## src/rtl/phy_hs_pkg.sv

```systemverilog
package phy_hs_pkg;

  localparam int FIELD_W  = 16;
  localparam int WORD_W   = 32;
  localparam int CAPA_BIT = 16;
  localparam int CAPD_BIT = 17;
  localparam int WSTB_BIT = 18;
  localparam int RSTB_BIT = 19;
  localparam int ACK_BIT  = 16;

  typedef enum logic [2:0] {
    W_ZERO, W_ADDR, W_ADDR_CAPA, W_DATA, W_DATA_CAPD, W_WRSTB, W_RDSTB
  } wordSel_e;

  typedef enum logic [4:0] {
    S_IDLE,
    S_A_ADDR, S_A_CAPA, S_A_WHI, S_A_REL, S_A_WLO,
    S_W_DATA, S_W_CAPD, S_W_DHI, S_W_DREL, S_W_DLO,
    S_W_STB, S_W_SHI, S_W_SREL, S_W_SLO, S_W_ZERO,
    S_R_STB, S_R_WHI, S_R_ZERO, S_R_WLO
  } step_e;

  typedef struct packed {
    logic     latchReq;
    logic     loadWord;
    wordSel_e wordSel;
    logic     waitAck;
    logic     ackLevel;
    logic     captureRd;
    logic     commitRd;
  } hsStrobe_t;

endpackage

```

## src/rtl/phy_hs_dpath.sv

```systemverilog
module phy_hs_dpath
  import phy_hs_pkg::*;
#(
  parameter int POLL_CYC  = 100,
  parameter int MAX_POLLS = 10
) (
  input  logic                clk,
  input  logic                rst_n,
  input  hsStrobe_t           hs,
  input  logic [FIELD_W-1:0]  reqAddr,
  input  logic [FIELD_W-1:0]  reqData,
  input  logic [WORD_W-1:0]   statWord,
  output logic [WORD_W-1:0]   ctrlWord,
  output logic [FIELD_W-1:0]  rdData,
  output logic                pollHit,
  output logic                pollExpire
);

  localparam int PCNT_W = (MAX_POLLS > 1) ? $clog2(MAX_POLLS) : 1;
  localparam logic [PCNT_W-1:0] LAST_POLL = PCNT_W'(MAX_POLLS - 1);

  logic [FIELD_W-1:0] addrQ;
  logic [FIELD_W-1:0] dataQ;
  logic [FIELD_W-1:0] pendRd;
  logic [WORD_W-1:0]  wordMux;
  logic [PCNT_W-1:0]  pollCnt;
  logic               gapZero;
  logic               pollNow;
  logic               ackSeen;
  logic               unusedStatHi;

  assign unusedStatHi = ^statWord[WORD_W-1:ACK_BIT+1];

  // request capture
  always_ff @(posedge clk or negedge rst_n) begin
    if (!rst_n) begin
      addrQ <= '0;
      dataQ <= '0;
    end else if (hs.latchReq) begin
      addrQ <= reqAddr;
      dataQ <= reqData;
    end
  end

  // control word composition
  always_comb begin
    wordMux = '0;
    case (hs.wordSel)
      W_ADDR:      wordMux[FIELD_W-1:0] = addrQ;
      W_ADDR_CAPA: begin
        wordMux[FIELD_W-1:0] = addrQ;
        wordMux[CAPA_BIT]    = 1'b1;
      end
      W_DATA:      wordMux[FIELD_W-1:0] = dataQ;
      W_DATA_CAPD: begin
        wordMux[FIELD_W-1:0] = dataQ;
        wordMux[CAPD_BIT]    = 1'b1;
      end
      W_WRSTB:     wordMux[WSTB_BIT] = 1'b1;
      W_RDSTB:     wordMux[RSTB_BIT] = 1'b1;
      default:     wordMux = '0;
    endcase
  end

  always_ff @(posedge clk or negedge rst_n) begin
    if (!rst_n) ctrlWord <= '0;
    else if (hs.loadWord) ctrlWord <= wordMux;
  end

  // poll spacing: a variant without a gap counter when every cycle polls
  generate
    if (POLL_CYC > 1) begin : g_gap
      localparam int GAP_W = $clog2(POLL_CYC);
      logic [GAP_W-1:0] gapCnt;
      always_ff @(posedge clk or negedge rst_n) begin
        if (!rst_n) gapCnt <= '0;
        else if (!hs.waitAck || pollHit || pollExpire) gapCnt <= '0;
        else if (gapZero) gapCnt <= GAP_W'(POLL_CYC - 1);
        else gapCnt <= gapCnt - 1'b1;
      end
      assign gapZero = (gapCnt == '0);
    end else begin : g_nogap
      assign gapZero = 1'b1;
    end
  endgenerate

  assign pollNow    = hs.waitAck && gapZero;
  assign ackSeen    = (statWord[ACK_BIT] == hs.ackLevel);
  assign pollHit    = pollNow && ackSeen;
  assign pollExpire = pollNow && !ackSeen && (pollCnt == LAST_POLL);

  always_ff @(posedge clk or negedge rst_n) begin
    if (!rst_n) pollCnt <= '0;
    else if (!hs.waitAck || pollHit || pollExpire) pollCnt <= '0;
    else if (pollNow) pollCnt <= pollCnt + 1'b1;
  end

  // read result: sampled mid-access, published only on completion
  always_ff @(posedge clk or negedge rst_n) begin
    if (!rst_n) begin
      pendRd <= '0;
      rdData <= '0;
    end else begin
      if (hs.captureRd) pendRd <= statWord[FIELD_W-1:0];
      if (hs.commitRd)  rdData <= pendRd;
    end
  end

  AST_ONE_STROBE: assert property (@(posedge clk) disable iff (!rst_n)
    $onehot0(ctrlWord[RSTB_BIT:CAPA_BIT]));

  AST_HIGH_ZERO: assert property (@(posedge clk) disable iff (!rst_n)
    ctrlWord[WORD_W-1:RSTB_BIT+1] == '0);

  AST_POLL_LIMIT: assert property (@(posedge clk) disable iff (!rst_n)
    pollCnt <= LAST_POLL);

  AST_NO_WAIT_NO_POLL: assert property (@(posedge clk) disable iff (!rst_n)
    !hs.waitAck |=> pollCnt == '0);

endmodule

```

## src/rtl/phy_hs_ctrl.sv

```systemverilog
module phy_hs_ctrl
  import phy_hs_pkg::*;
(
  input  logic      clk,
  input  logic      rst_n,
  input  logic      reqValid,
  input  logic      reqWrite,
  input  logic      pollHit,
  input  logic      pollExpire,
  output hsStrobe_t hs,
  output logic      busy,
  output logic      done,
  output logic      timeoutErr
);

  step_e state;
  step_e nxt;
  step_e hitNext;
  logic  opWrite;
  logic  doneNxt;
  logic  errNxt;

  always_comb begin
    hs         = '0;
    hs.wordSel = W_ZERO;
    nxt        = state;
    hitNext    = state;
    doneNxt    = 1'b0;
    errNxt     = 1'b0;
    case (state)
      S_IDLE: if (reqValid) begin
        hs.latchReq = 1'b1;
        nxt         = S_A_ADDR;
      end
      // address phase
      S_A_ADDR: begin hs.loadWord = 1'b1; hs.wordSel = W_ADDR;      nxt = S_A_CAPA; end
      S_A_CAPA: begin hs.loadWord = 1'b1; hs.wordSel = W_ADDR_CAPA; nxt = S_A_WHI;  end
      S_A_WHI:  begin hs.waitAck = 1'b1; hs.ackLevel = 1'b1; hitNext = S_A_REL; end
      S_A_REL:  begin hs.loadWord = 1'b1; hs.wordSel = W_ADDR;      nxt = S_A_WLO;  end
      S_A_WLO:  begin
        hs.waitAck = 1'b1;
        hitNext    = opWrite ? S_W_DATA : S_R_STB;
      end
      // write: data capture
      S_W_DATA: begin hs.loadWord = 1'b1; hs.wordSel = W_DATA;      nxt = S_W_CAPD; end
      S_W_CAPD: begin hs.loadWord = 1'b1; hs.wordSel = W_DATA_CAPD; nxt = S_W_DHI;  end
      S_W_DHI:  begin hs.waitAck = 1'b1; hs.ackLevel = 1'b1; hitNext = S_W_DREL; end
      S_W_DREL: begin hs.loadWord = 1'b1; hs.wordSel = W_DATA;      nxt = S_W_DLO;  end
      S_W_DLO:  begin hs.waitAck = 1'b1; hitNext = S_W_STB; end
      // write: strobe
      S_W_STB:  begin hs.loadWord = 1'b1; hs.wordSel = W_WRSTB;     nxt = S_W_SHI;  end
      S_W_SHI:  begin hs.waitAck = 1'b1; hs.ackLevel = 1'b1; hitNext = S_W_SREL; end
      S_W_SREL: begin hs.loadWord = 1'b1; hs.wordSel = W_DATA;      nxt = S_W_SLO;  end
      S_W_SLO:  begin hs.waitAck = 1'b1; hitNext = S_W_ZERO; end
      S_W_ZERO: begin
        hs.loadWord = 1'b1;
        hs.wordSel  = W_ZERO;
        nxt         = S_IDLE;
        doneNxt     = 1'b1;
      end
      // read
      S_R_STB:  begin hs.loadWord = 1'b1; hs.wordSel = W_RDSTB;     nxt = S_R_WHI;  end
      S_R_WHI:  begin
        hs.waitAck   = 1'b1;
        hs.ackLevel  = 1'b1;
        hs.captureRd = pollHit;
        hitNext      = S_R_ZERO;
      end
      S_R_ZERO: begin hs.loadWord = 1'b1; hs.wordSel = W_ZERO;      nxt = S_R_WLO;  end
      S_R_WLO:  begin
        hs.waitAck  = 1'b1;
        hs.commitRd = pollHit;
        hitNext     = S_IDLE;
        doneNxt     = pollHit;
      end
      default:  nxt = S_IDLE;
    endcase

    if (hs.waitAck) begin
      if (pollHit) begin
        nxt = hitNext;
      end else if (pollExpire) begin
        hs.loadWord = 1'b1;
        hs.wordSel  = W_ZERO;
        nxt         = S_IDLE;
        errNxt      = 1'b1;
      end
    end
  end

  always_ff @(posedge clk or negedge rst_n) begin
    if (!rst_n) begin
      state      <= S_IDLE;
      opWrite    <= 1'b0;
      done       <= 1'b0;
      timeoutErr <= 1'b0;
    end else begin
      state      <= nxt;
      done       <= doneNxt;
      timeoutErr <= errNxt;
      if (hs.latchReq) opWrite <= reqWrite;
    end
  end

  assign busy = (state != S_IDLE);

  AST_ACCEPT_BUSY: assert property (@(posedge clk) disable iff (!rst_n)
    (!busy && reqValid) |=> busy);

  AST_DONE_ENDS: assert property (@(posedge clk) disable iff (!rst_n)
    done |-> (!busy && $past(busy)));

  AST_ERR_ENDS: assert property (@(posedge clk) disable iff (!rst_n)
    timeoutErr |-> (!busy && $past(busy)));

  AST_ONE_OUTCOME: assert property (@(posedge clk) disable iff (!rst_n)
    !(done && timeoutErr));

endmodule

```

## src/rtl/phy_hs_master.sv

```systemverilog
module phy_hs_master
  import phy_hs_pkg::*;
#(
  parameter int CLK_MHZ   = 100,
  parameter int POLL_CYC  = CLK_MHZ,
  parameter int MAX_POLLS = 10
) (
  input  logic        clk,
  input  logic        rst_n,
  input  logic        reqValid,
  input  logic        reqWrite,
  input  logic [15:0] reqAddr,
  input  logic [15:0] reqData,
  input  logic [31:0] statWord,
  output logic [31:0] ctrlWord,
  output logic        busy,
  output logic        done,
  output logic [15:0] rdData,
  output logic        timeoutErr
);

  hsStrobe_t hs;
  logic      pollHit;
  logic      pollExpire;

  phy_hs_ctrl u_ctrl (
    .clk        (clk),
    .rst_n      (rst_n),
    .reqValid   (reqValid),
    .reqWrite   (reqWrite),
    .pollHit    (pollHit),
    .pollExpire (pollExpire),
    .hs         (hs),
    .busy       (busy),
    .done       (done),
    .timeoutErr (timeoutErr)
  );

  phy_hs_dpath #(
    .POLL_CYC  (POLL_CYC),
    .MAX_POLLS (MAX_POLLS)
  ) u_dpath (
    .clk        (clk),
    .rst_n      (rst_n),
    .hs         (hs),
    .reqAddr    (reqAddr),
    .reqData    (reqData),
    .statWord   (statWord),
    .ctrlWord   (ctrlWord),
    .rdData     (rdData),
    .pollHit    (pollHit),
    .pollExpire (pollExpire)
  );

  AST_ABORT_CLEARS: assert property (@(posedge clk) disable iff (!rst_n)
    timeoutErr |-> ctrlWord == '0);

  AST_DONE_CLEARS: assert property (@(posedge clk) disable iff (!rst_n)
    done |-> ctrlWord == '0);

  AST_RD_HOLD: assert property (@(posedge clk) disable iff (!rst_n)
    (rdData != $past(rdData)) |-> done);

  AST_IDLE_QUIET: assert property (@(posedge clk) disable iff (!rst_n)
    (!busy && !$past(busy)) |-> ctrlWord == '0);

endmodule

```

## config.mk

```make
export PLATFORM = sky130hd
export DESIGN_NAME = phy_hs_master
export DESIGN_NICKNAME = d
export VERILOG_FILES = /design/src/rtl/phy_hs_pkg.sv /design/src/rtl/phy_hs_dpath.sv /design/src/rtl/phy_hs_ctrl.sv /design/src/rtl/phy_hs_master.sv
export SDC_FILE = /design/constraint.sdc
export NUM_CORES = 1
export LEC_CHECK = 0
export BUFFER_PORTS_ARGS = -buffer_cell sky130_fd_sc_hd__clkbuf_2
export CAP_MARGIN = 0
export CORE_UTILIZATION = 53
export CTS_CLUSTER_DIAMETER = 50
export CTS_CLUSTER_SIZE = 14
export DETAILED_ROUTE_END_ITERATION = 7
export GPL_ROUTABILITY_DRIVEN = 0
export PLACE_DENSITY = 0.9
export SYNTH_ARGS = -nofsm -noshare
export SYNTH_HDL_FRONTEND = slang
export SYNTH_SLANG_ARGS = --single-unit
```

## constraint.sdc

```tcl
create_clock -name clk -period 2.3 [get_ports clk]
set_input_delay 0.23 -clock clk [delete_from_list [all_inputs] [get_ports clk]]
set_output_delay 0.23 -clock clk [all_outputs]
set_load 0.1 [all_outputs]
```

[After elaboration in Yosys (flattened, before gate mapping)]
Cells that the tools add are included.
W data, S select, Z words.
Word-level totals
  register bits after elaboration: 103
  input bits: 68
  output and inout port bits: 51
  logic and storage cells: 90
Cells by class
  add/sub/neg operators: 2
  equal/unequal tests: 28
  multiplexer cells: 30
  reductions and logical operators: 19
Operators by type and width (number)
  $pmux W5 S12: 1
  $eq A5 B4 Y1 const B: 8
  $pmux W5 S8: 1
  $pmux W16 S2: 1
  $pmux W4 S7: 1
  $mux W5: 5
  $eq A5 B3 Y1 const B: 4
  $eq A5 B5 Y1 const B: 4
  $mux W4: 5
  $mux W7: 2
  $mux W1: 13
  $eq A5 B2 Y1 const B: 2
  $ne A10 B10 Y1 const B: 1
  $eq A3 B3 Y1 const B: 3
  $reduce_or A2 Y1: 4
  $reduce_or A8 Y1: 1
  $logic_not A7 Y1: 1
  $sub A7 B1 Y7 const B: 1
  $eq A3 B2 Y1 const B: 2
  $eq A5 B1 Y1 const B: 1
  $logic_not A5 Y1: 1
  $reduce_bool A5 Y1: 1
  $add A4 B1 Y4 const B: 1
  $eq A4 B4 Y1 const B: 1
  other kinds (9): 14

[Logic depth before layout (Yosys ltp)]
Gate-level depths: netlist of the first run.
  depth in word-level cells: 13
  depth in mapped cells: 8
  mapped depth without buffers: 7

[Cells and area by module]
From an unflattened synthesis of the first run, not the netlist that was laid out.
Second synthesis, totals
  cells, all modules: 410
  area total of the unflattened synthesis: 4737.0 um^2
Modules (own cells, without submodules)
  phy_hs_dpath: instances 1, cells an instance 299, area each 3912.5 um^2, seq. area each 2377.3 um^2
  phy_hs_ctrl: instances 1, cells an instance 111, area each 824.5 um^2, seq. area each 200.2 um^2

[Worst setup path after synthesis of the first run]
No wires, ideal clock.
  kind: reg2reg
  start point: register u_dpath.g_gap.gapCnt[0]
  end point: register u_dpath.pendRd[0]
  library setup time: 125 ps
  data arrival time: 1872 ps
  data required time: 2175 ps
  slack: 303 ps
  cell stages (with the launch flop): 8
  buffers on the path: 1
  clock period less this slack: 1997 ps
  cell sequence: dfrtp_1 inv_1 ha_1 nand2_1 nor4_1 nand4_2 buf_2 mux2_2
On the way
  cells in the longest elaborated chain, start to end: 4
RTL lines
  start, declared: RTL line phy_hs_dpath.sv:74  | logic [GAP_W-1:0] gapCnt;
  start signal, assigned: RTL line phy_hs_dpath.sv:78  | else if (gapZero) gapCnt <= GAP_W'(POLL_CYC - 1);
  start signal, assigned: RTL line phy_hs_dpath.sv:79  | else gapCnt <= gapCnt - 1'b1;
  $logic_not A7 Y1: RTL line phy_hs_dpath.sv:81  | assign gapZero = (gapCnt == '0);
  $logic_and A1 B1 Y1: RTL line phy_hs_dpath.sv:87  | assign pollNow = hs.waitAck && gapZero;
  $logic_and A1 B1 Y1: RTL line phy_hs_dpath.sv:89  | assign pollHit = pollNow && ackSeen;
  $mux W1: RTL line phy_hs_ctrl.sv:30  | case (state)
  end signal, assigned: RTL line phy_hs_dpath.sv:104  | if (hs.captureRd) pendRd <= statWord[FIELD_W-1:0];
  end, declared: RTL line phy_hs_dpath.sv:24  | logic [FIELD_W-1:0] pendRd;
No other way between the ends.
A chain may end at the register's enable or synchronous reset.

[Final worst setup path of the first run]
  start point: register u_ctrl.state[3]
  end point: register u_dpath.ctrlWord[8]
On the way
  cells in the longest elaborated chain, start to end: 13
  elaborated cells between the ends (all ways): 43
  classes of those cells: 24 x eq/ne; 7 x mux; 12 x reduce/logical
RTL lines
  start, declared: RTL line phy_hs_ctrl.sv:16  | step_e state;
  start signal, assigned: RTL line phy_hs_ctrl.sv:98  | state <= nxt;
  $eq A5 B2 Y1, or another cell as far along: RTL line phy_hs_ctrl.sv:30
  $reduce_or A4 Y1 (no line)
  $mux W1: RTL line phy_hs_ctrl.sv:30
  $eq A1 B1 Y1: RTL line phy_hs_dpath.sv:88  | assign ackSeen = (statWord[ACK_BIT] == hs.ackLevel);
  $logic_not A1 Y1: RTL line phy_hs_dpath.sv:90  | assign pollExpire = pollNow && !ackSeen && (pollCnt == LAST_POLL);
  $logic_and A1 B1 Y1 (2 in a row): RTL line phy_hs_dpath.sv:90
  $mux W4: RTL line phy_hs_ctrl.sv:82  | end else if (pollExpire) begin
  $mux W4: RTL line phy_hs_ctrl.sv:80  | if (pollHit) begin
  $mux W4 (*): RTL line phy_hs_ctrl.sv:79  | if (hs.waitAck) begin
  $eq A3 B2 Y1, or another cell as far along: RTL line phy_hs_dpath.sv:48  | case (hs.wordSel)
  $reduce_or A2 Y1 (no line)
  $pmux W16 S2: RTL line phy_hs_dpath.sv:48
  end signal, assigned: RTL line phy_hs_dpath.sv:67  | else if (hs.loadWord) ctrlWord <= wordMux;
  end, declared: RTL line phy_hs_dpath.sv:13  | output logic [WORD_W-1:0] ctrlWord,
Every way passes the cells marked *; elsewhere a longest branch is shown, timed or not.

==> summary.txt, run 1 <==
Global routing
  • First-pass GRT wire length: 16,600 um
  • Overflow after GRT: 0
  • GRT Total Usage: 24.1%
  • Antenna violations before repair: 0
  • Largest net degree at the start of global routing: 59
  • Vias in the first global route: 3,537

Floorplanning
  • DIE WIDTH: 96.2 um
  • Die H: 96.2 um
  • Rows: 33
  • Die area: 9250 um2
  • I/O pin count: 119
  • Initial core utilization: 56.1%
  • Core ar.: 8380 um2

Worst setup path
  • Startpoint types: register
  • CP Cell Sequence: buf_4, nand4bb_1, a21o_1, a211oi_4, a31oi_2, buf_4, a21o_1
  • Number of buffers and inverters on the critical path: 2
  • Crit path DAT: 2.45 ns
  • CP peak stage delay: 0.40 ns
  • R2r endpoint: u_dpath.ctrlWord[8]
  • Crit path to: u_dpath.ctrlWord[8]
  • Top delay family on crit path: compound AO/OA/AOI/OAI gates
  • Worst Setup SP: u_ctrl.state[3]
  • R2R cell count: 7
  • R2R setup slack: 0.11 ns
  • Critical Path Stages: 7
  • Worst path required time: 2.56 ns
  • Max Fanout on Critical Path: 13
  • Worst setup EP type: register
  • Critical Path Slowest Stage Cell: dfrtp_1
  • RR Startpoint: u_ctrl.state[3]
  • Crit Path Class: register to register

Synth
  • Synth cell types: 55
  • Adder-cell share of the synthesized area: 1.06%
  • Synth Cell Area: 4700 um2
  • Most used DFF post-synth: dfrtp_1
  • Compound-Gate Fraction of Synth Area: 12.9%
  • Post-synthesis async set-or-reset flop share: 100%
  • Synthesis-stage register bit count: 103
  • Mapped Cells: 381
  • Largest family of logic cells by synthesized area: multiplexers
  • Ys Warns: 0
  • Syn_area_per_cell: 12.3 um2
  • Register area share after synthesis: 54.8%
  • Post-synthesis xor/xnor area fraction: 0.931%
  • EDFF count, synth: 0
  • Post-Synth Simple-Gate Area: 10.2%
  • Mux cell area share after synthesis: 15.6%

Finish
  • Finished Layout Cells: 593
  • Antenna cells: 0
  • Most frequent cells in the layout: dfrtp_1, clkbuf_2, mux2_2
  • Fraction of layout cells with a size suffix above 1: 42.0%
  • Final nets: 555
  • Layout area overhead: 18.1%
  • Final Instance Area: 5550 um2
  • Most common cell after layout, fill and taps aside: dfrtp_1

Placed design
  • Area after DPL: 5330 um2
  • Post-DP HPWL: 7120 um
  • # placed instances: 576
  • Port Buf Inserts: 91

Clocking
  • Clock Sinks: 103
  • Clk Tree Root Cell: clkbuf_8
  • CTS tree: yes
  • Post-CTS Setup Bufs: 0
  • H-tree levels: 3
  • Max clock buf depth: 2
  • Clk slew on worst S/H paths: 0.11 ns
  • CTS buffer count: 9
  • Clock Latency Late Sink: 0.38 ns

Power
  • Net Sw Frac: 47.5%
  • Seq pwr share: 33.9%
  • Int Power: 4.44 mW
  • Leakage: 2.87 nW
  • Sw Pwr: 4.01 mW
  • Logic gate share of total power: 52.8%
  • Power per cell area: 1520 nW/um2
  • Clock power share: 13.3%
  • Max IR drop VDD: 0.000882 V

Run status
  • Status: completed

Timing
  • Post-layout min period: 2.19 ns
  • Fmax: 0.457 GHz
  • Sum Neg Setup Slack: 0 ns
  • Fin. max-slew vios: 0
  • Slew headroom: 51.4%
  • Worst Tran Pin Value: 0.726 ns
  • RSZ-0062 raised after global routing: false
  • Final setup viols: 0
  • Setup Skew: 0.0188 ns
  • Final hold violation count: 0
  • Share of the clock period used by the worst path: 95.1%

Hold path
  • Hold_sp: statWord[14]
  • Hold crit path type: input pin to register
  • Worst Hold Depth: 2

Drt
  • DRC errors left: 0
  • Total Wirelength: 10,300 um
  • Vias: 3,462
  • Initial DRC Count: 359
  • Routed len/inst: 17.3 um
  • DRT Pass-1 Iters: 5
  • Via-to-Cell Ratio: 5.84
  • Post-route ant nets: 0

Job
  • Max cap viols: 0
-- per-stage QoR --
stage | setup slack (ns) | hold slack [ns] | util, % | power [mW]
2_1_floorplan | 0.303 | -0.0656 | - | 6.23
3_3_place_gp | 0.211 | 0.264 | 63.5 | 7.07
3_5_place_dp | 0.168 | 0.284 | 63.5 | 7.27
4_1_cts | 0.0331 | 0.0648 | 66.0 | 8.42
5_1_grt | 0.00941 | 0.0645 | 66.3 | 8.90
6_report | 0.112 | 0.0701 | 66.3 | 8.45
-- synthesized netlist by cell type (4+ instances only) --
library cell / count / area (um2)
dfrtp_1: 103 / 2580
mux2_2: 65 / 732
a21o_1: 19 / 143
a22o_1: 18 / 158
nand2_1: 18 / 67.6
nor2_1: 18 / 67.6
buf_4: 13 / 97.6
buf_2: 12 / 60.1
o21ai_0: 10 / 50.1
a21oi_1: 9 / 45.0
nor3_1: 8 / 40.0
clkbuf_1: 7 / 26.3
nand3_1: 6 / 30.0
inv_1: 5 / 18.8
nor2b_1: 5 / 31.3
nor3b_1: 5 / 37.5
a211oi_1: 4 / 30.0
ha_1: 4 / 50.1
-- repair_timing --
item                                   CTS  global route
setup endpoints to repair                1            39
pin swaps                                0             0
hold buffers                             1             0
resized for setup                        1             4
endpoints found under the hold margin   45             0
-- cell type report --
type                    count  area, um2
clock buffers              10        138
clock inverters             6       60.1
fillers                   592       2830
inverters                   5       18.8
multi-input cells         250       1980
flip-flops and latches    103       2580
well taps                 105        131
repair buffers            114        648
-- worst min-delay path by stage --
stage | end | slack, ns
global placement | u_dpath.ctrlWord[12] | 0.26
CTS | u_dpath.pendRd[14] | 0.06
finish | u_dpath.pendRd[14] | 0.07
global route | u_dpath.pendRd[0] | 0.06
detailed placement | u_dpath.ctrlWord[11] | 0.28
floorplan | u_ctrl.done | -0.07
-- per-layer routing --
layer | track usage (%) | vias to the layer above | share of wire, %
met5 | 0 | - | 0
met4 | 11.4 | 0 | 2.8
met3 | 6.48 | 34 | 6.3
met2 | 40.1 | 150 | 52
met1 | 29.1 | 1725 | 39
li1 | - | 1553 | -
-- flip-flops by register name, summed over array words and instances (netlist names) --
signal,flops
u_ctrl.done,1
u_dpath.rdData,16
u_ctrl.state,5
u_dpath.g_gap.gapCnt,7
u_dpath.addrQ,16
u_ctrl.timeoutErr,1
u_dpath.ctrlWord,20
u_dpath.pollCnt,4
u_dpath.pendRd,16
u_ctrl.opWrite,1
u_dpath.dataQ,16
-- power groups by stage --
stage / registers, mW / clock network (mW) / logic (mW)
2_1_floorplan: 3.91 / 0 / 2.31
3_3_place_gp: 2.82 / 0 / 4.25
3_5_place_dp: 2.87 / 0 / 4.39
4_1_cts: 2.84 / 1.14 / 4.43
5_1_grt: 2.92 / 1.21 / 4.77
6_report: 2.86 / 1.13 / 4.46
-- kinds of logic after synthesis --
family	after synthesis
adder cells (fa/ha/maj)	4
AO/OA/AOI/OAI	78
XOR/XNOR	5
flip-flops	103
buffers and inverters	39
AND/OR/NAND/NOR	86
multiplexers	65
other	1
(Power assumes the default switching activity.)
==> run 2, diff against run 1 <==
--- a/config.mk
+++ b/config.mk
@@ -14,4 +14,5 @@
 export GPL_ROUTABILITY_DRIVEN = 0
 export PLACE_DENSITY = 0.9
+export SLEW_MARGIN = 10
 export SYNTH_ARGS = -nofsm -noshare
 export SYNTH_HDL_FRONTEND = slang
==> constraint.sdc (replaced) <==
create_clock -name clk -period 2.3 [get_ports clk]
set_input_delay 0.46 -clock clk [delete_from_list [all_inputs] [get_ports clk]]
set_output_delay 0.46 -clock clk [all_outputs]
set_load 0.1 [all_outputs]
==> summary.txt, run 2 (synthesized netlist as in run 1, its figures left out) <==
Finish
  • Layout area overhead: 18.9%
  • Core Util, Final: 66.7% (+0.46 points)
  • Largest register FFs: 20 (unchanged)
  • Reg with most FFs: u_dpath.ctrlWord
  • Final Instance Area: 5590 um2 (+0.70%)
  • Antenna cells: 0 (unchanged)
  • Fraction of layout cells with a size suffix above 1: 42.9% (+0.85 points)
  • Final nets: 557 (+0.36%)
  • Most common cell after layout, fill and taps aside: dfrtp_1
  • Most frequent cells in the layout: dfrtp_1, clkbuf_2, mux2_2

Worst setup path
  • Crit path DAT: 2.51 ns (+0.06 ns)
  • RR Startpoint: u_ctrl.state[3]
  • Critical Path Slowest Stage Cell: or4_1
  • Startpoint types: register
  • Max Fanout on Critical Path: 7 (-6)
  • R2r endpoint: u_ctrl.state[0]
  • CP Cell Sequence: buf_4, nand4bb_1, a21oi_1, a211oi_4, buf_4, buf_4, or4_1, o221ai_1
  • Crit Path Class: register to register
  • R2R cell count: 8 (+1)
  • Worst setup EP type: register
  • Crit-path most repeated cell: buf_4
  • CP peak stage delay: 0.49 ns (+0.09 ns)
  • Worst path required time: 2.58 ns (+0.02 ns)
  • R2R setup slack: 0.08 ns (-0.04 ns)

Clocking
  • CTS Hold Bufs: 0 (-1)
  • Max clock buf depth: 2 (unchanged)
  • Clock Sinks: 103 (unchanged)
  • Clk Tree Root Cell: clkbuf_8
  • CTS buffer count: 9 (unchanged)
  • Clock Latency Late Sink: 0.36 ns (-0.02 ns)
  • CTS tree: yes
  • Clk slew on worst S/H paths: 0.10 ns (about the same)
  • H-tree levels: 3 (unchanged)

Floorplanning
  • I/O pin count: 119 (unchanged)
  • Die H: 96.2 um (unchanged)
  • Initial core utilization: 56.1% (unchanged)
  • Core ar.: 8380 um2 (unchanged)
  • Die area: 9250 um2 (unchanged)
  • Rows: 33 (unchanged)
  • DIE WIDTH: 96.2 um (unchanged)

Global routing
  • GRT Total Usage: 24.4% (+0.27 points)
  • Largest net degree at the start of global routing: 46 (-22%)
  • Overflow after GRT: 0 (unchanged)
  • Antenna violations before repair: 0 (unchanged)
  • Vias in the first global route: 3,533 (-0.11%)
  • First-pass GRT wire length: 16,900 um (+1.5%)

Timing
  • Final setup viols: 0 (unchanged)
  • Share of the clock period used by the worst path: 96.7% (+1.6 points)
  • Fin. max-slew vios: 0 (unchanged)
  • Fmax: 0.450 GHz (-1.6%)
  • Worst Tran Pin Value: 0.622 ns (-0.103 ns)
  • Slew headroom: 58.5% (+7.1 points)
  • Final hold violation count: 0 (unchanged)
  • Worst Slack Setup Final: 0.0755 ns (-0.0366 ns)
  • Post-layout min period: 2.22 ns (+0.0366 ns)
  • Setup Skew: 0.00869 ns (-0.0101 ns)

Drt
  • Total Wirelength: 10,400 um (+1.8%)
  • Initial DRC Count: 369 (+2.8%)
  • DRT Pass-1 Iters: 6 (+1)
  • Routed len/inst: 17.5 um (+1.4%)
  • Post-route ant nets: 0 (unchanged)
  • Via-to-Cell Ratio: 5.86 (+0.35%)
  • Vias: 3,486 (+0.69%)
  • DRC errors left: 0 (unchanged)

Run status
  • Status: completed

Placed design
  • Post-DP HPWL: 7260 um (+1.9%)
  • Area after DPL: 5340 um2 (+0.28%)
  • Port Buf Inserts: 91 (unchanged)
  • Worst slack at placement: 0.0169 ns (-0.151 ns)

Job
  • Max cap viols: 0 (unchanged)

Hold path
  • Hold crit path type: input pin to asynchronous set/reset pin

Power
  • Max IR drop VDD: 0.000903 V (+2.3%)
  • Power per cell area: 1520 nW/um2 (about the same)
  • Leakage: 2.88 nW (+0.58%)
==> run 2: area by class of cell <==
type / count / area [um2]
Fill cell: 600 / 2790
Sequential cell: 103 / 2580
Multi-Input combinational cell: 250 / 2000
Timing Repair Buffer: 116 / 677
Tap cell: 105 / 131
Clock buffer: 9 / 124
Clock inverter: 7 / 67.6
Inverter: 5 / 18.8
==> run 2: critical path, delay by kind of cell, from the launching register on <==
family / cells / cell delay [ns]
simple gates: 2 / 0.72
buf+inv: 3 / 0.51
compound gates: 3 / 0.42
flops: 1 / 0.48
==> run 2: worst max-delay path by stage <==
stage | start | endpoint | slack, ns | cells past startpoint
6_report | u_ctrl.state[3] | u_ctrl.state[0] | 0.08 | 8
5_1_grt | u_ctrl.state[3] | u_dpath.g_gap.gapCnt[5] | -0.04 | 7
3_3_place_gp | u_ctrl.state[3] | u_dpath.ctrlWord[2] | 0.12 | 7
2_1_floorplan | u_ctrl.state[0] | busy | 0.16 | 4
4_1_cts | u_ctrl.state[0] | busy | 0.07 | 5
3_5_place_dp | u_ctrl.state[3] | u_dpath.ctrlWord[3] | 0.02 | 7
==> run 2: stage by stage <==
step | TNS, ns | instances | hold slack [ns] | total power, mW
after floorplan | 0 | 392 | 0.164 | 6.23
after global placement | 0 | 576 | 0.458 | 7.08
after detailed placement | 0 | 576 | 0.465 | 7.31
after CTS | 0 | 594 | 0.107 | 8.44
after global routing | -0.0827 | 595 | 0.114 | 8.98
final | 0 | 595 | 0.0956 | 8.51
==> run 2: per-layer routing <==
| metal | vias up | track usage [%] | part of all wire [%] |
|---|---|---|---|
| met5 | - | 0 | 0 |
| met4 | 0 | 8.21 | 1.6 |
| met3 | 21 | 7.19 | 7.3 |
| met2 | 173 | 40.2 | 51 |
| met1 | 1728 | 30.6 | 40 |
| li1 | 1564 | - | - |
==> run 2: what timing repair did <==
action	CTS	global route
endpoints found under the setup margin	3	34
gates resized for setup	3	6
gates cloned	0	0
setup buffers	2	1
pin swaps	1	1
==> run 2: report_power, final <==
group / switching (mW) / internal (mW)
registers: 0.412 / 2.45
logic: 2.96 / 1.60
clock network: 0.666 / 0.418
total: 4.04 / 4.47
==> run 3, diff against run 2 <==
- CELL_PAD_IN_SITES_DETAIL_PLACEMENT: unset -> 1
- CELL_PAD_IN_SITES_GLOBAL_PLACEMENT: unset -> 1
- CORE_UTILIZATION: 53 -> 42
- GPL_TIMING_DRIVEN: unset -> 0
==> summary.txt, run 3 (synthesized netlist as in run 1, its figures left out) <==
Run status
  • Status: completed

Finish
  • Finished Layout Cells: 648 (+8.9%)
  • Most frequent cells in the layout: dfrtp_1, clkbuf_2, mux2_2
  • Most common cell after layout, fill and taps aside: dfrtp_1
  • Reg with most FFs: u_dpath.ctrlWord
  • Largest register FFs: 20 (unchanged)
  • Final nets: 575 (+3.2%)
  • Fraction of layout cells with a size suffix above 1: 45.1% (+2.2 points)
  • Antenna cells: 0 (unchanged)
  • Layout area overhead: 22.3%

Drt
  • DRC errors left: 0 (unchanged)
  • Vias: 3,486 (unchanged)
  • Routed len/inst: 18.0 um (+2.4%)
  • Initial DRC Count: 217 (-41%)
  • Via-to-Cell Ratio: 5.38 (-8.2%)
  • DRT Pass-1 Iters: 4 (-2)
  • Post-route ant nets: 0 (unchanged)
  • Total Wirelength: 11,600 um (+12%)

Clocking
  • Clk slew on worst S/H paths: 0.10 ns (about the same)
  • CTS tree: yes
  • Clk Tree Root Cell: clkbuf_8
  • H-tree levels: 3 (unchanged)
  • Clock Latency Late Sink: 0.37 ns (about the same)
  • Clock Sinks: 103 (unchanged)
  • Max clock buf depth: 2 (unchanged)
  • CTS buffer count: 9 (unchanged)
  • CTS Hold Bufs: 0 (unchanged)

Floorplanning
  • DIE WIDTH: 108 um (+12%)
  • Die H: 108 um (+12%)
  • Core ar.: 10,900 um2 (+30%)
  • I/O pin count: 119 (unchanged)
  • Rows: 38 (+15%)
  • Die area: 11,600 um2 (+26%)
  • Initial core utilization: 43.2% (-13 points)

Timing
  • Share of the clock period used by the worst path: 98.7% (+2.0 points)
  • Worst Tran Pin Value: 0.818 ns (+0.196 ns)
  • Fin. max-slew vios: 0 (unchanged)
  • Post-layout min period: 2.27 ns (+0.0456 ns)
  • Setup Skew: 0.00900 ns (+0.000311 ns)
  • Fmax: 0.441 GHz (-2.0%)
  • RSZ-0062 raised after global routing: true
  • Slew headroom: 45.4% (-13 points)
  • Final setup viols: 0 (unchanged)
  • Final hold violation count: 0 (unchanged)

Worst setup path
  • Worst Setup SP: u_ctrl.state[1]
  • R2R setup slack: 0.03 ns (-0.05 ns)
  • Crit-path most repeated cell: a21o_1
  • Crit Path Class: register to register
  • Crit path to: u_dpath.ctrlWord[5]
  • Worst path required time: 2.56 ns (-0.02 ns)
  • Critical Path Slowest Stage Cell: or3b_4
  • Max Fanout on Critical Path: 10 (+3)
  • CP peak stage delay: 0.41 ns (-0.08 ns)
  • Worst setup EP type: register
  • R2r endpoint: u_dpath.ctrlWord[5]
  • RR Startpoint: u_ctrl.state[1]
  • R2R cell count: 7 (-1)
  • CP Cell Sequence: clkbuf_4, or3b_4, a21o_1, a211oi_4, a31oi_2, buf_4, a21o_1
  • Crit path DAT: 2.53 ns (+0.02 ns)
  • Startpoint types: register

Global routing
  • First-pass GRT wire length: 18,700 um (+11%)
  • GRT Total Usage: 20.9% (-3.4 points)
  • Largest net degree at the start of global routing: 104 (+130%)
  • Overflow after GRT: 0 (unchanged)
  • Antenna violations before repair: 0 (unchanged)
  • Vias in the first global route: 3,701 (+4.8%)

Power
  • Power per cell area: 1520 nW/um2 (-0.40%)
  • Final Power: 8.72 mW (+2.4%)
  • Leakage: 2.96 nW (+2.5%)
  • Max IR drop VDD: 0.000990 V (+9.7%)

Hold path
  • Hold crit path type: input pin to asynchronous set/reset pin

Placed design
  • Post-DP HPWL: 8170 um (+13%)
  • # placed instances: 623 (+8.2%)
  • Port Buf Inserts: 91 (unchanged)

Job
  • Max cap viols: 0 (unchanged)
-- run 3: layer usage --
metal	global-route usage, %	wire (um)	vias to the layer above
met5	0	0	-
met4	5.77	175	0
met3	6.11	704	19
met2	36.4	6100	108
met1	25.0	4650	1761
li1	-	-	1598
-- run 3: final cells by class --
class	instances	area, um2
buffer	33	208
clock buffer	10	138
clock inverter	6	51.3
fill	1203	5140
inverter	5	18.8
multi-input combinational	250	2020
sequential	103	2580
tap	140	175
timing repair buffer	101	561
-- run 3: stage by stage --
stage | utilization, % | worst slack [ns] | TNS [ns] | instance area, um2 | hold slack, ns
2_1_floorplan | - | 0.157 | 0 | 4740 | 0.164
3_3_place_gp | 49.4 | -0.530 | -58.17 | 5370 | 0.458
3_5_place_dp | 49.4 | -0.194 | -6.06 | 5380 | 0.466
4_1_cts | 51.6 | -0.0638 | -0.0985 | 5620 | 0.219
5_1_grt | 52.8 | -0.0577 | -0.275 | 5750 | 0.225
6_report | 52.8 | 0.0299 | 0 | 5750 | 0.167
-- run 3: worst max-delay path, delay by kind of cell, from the launching register on --
| family | cells | cell delay [ns] |
|---|---|---|
| AO/OA/AOI/OAI | 4 | 0.97 |
| buffers and inverters | 2 | 0.41 |
| AND/OR/NAND/NOR | 1 | 0.41 |
| flip-flops | 1 | 0.38 |
-- run 3: timing repair --
item / 4_1_cts / 5_1_grt
hold endpoints to repair: 0 / 0
pin swaps: 1 / 4
gates resized for setup: 10 / 22
buffers inserted: 0 / 10
endpoints found under the setup margin: 80 / 51
-- run 3: worst min path at each step --
stage | from | slack [ns] | end
after floorplan | rst_n | 0.16 | u_ctrl.done
after global placement | u_dpath.ctrlWord[7] | 0.46 | u_dpath.ctrlWord[7]
after detailed placement | u_dpath.ctrlWord[10] | 0.47 | u_dpath.ctrlWord[10]
after CTS | rst_n | 0.22 | u_dpath.ctrlWord[11]
after global routing | rst_n | 0.23 | u_dpath.rdData[4]
final | rst_n | 0.17 | u_dpath.pendRd[4]
-- run 3: where the power goes --
group	total [mW]	leakage [nW]	internal (mW)	switching (mW)
sequential	2.85	1.33	2.45	0.400
clock	1.09	0.0992	0.441	0.650
combinational	4.78	1.53	1.64	3.13
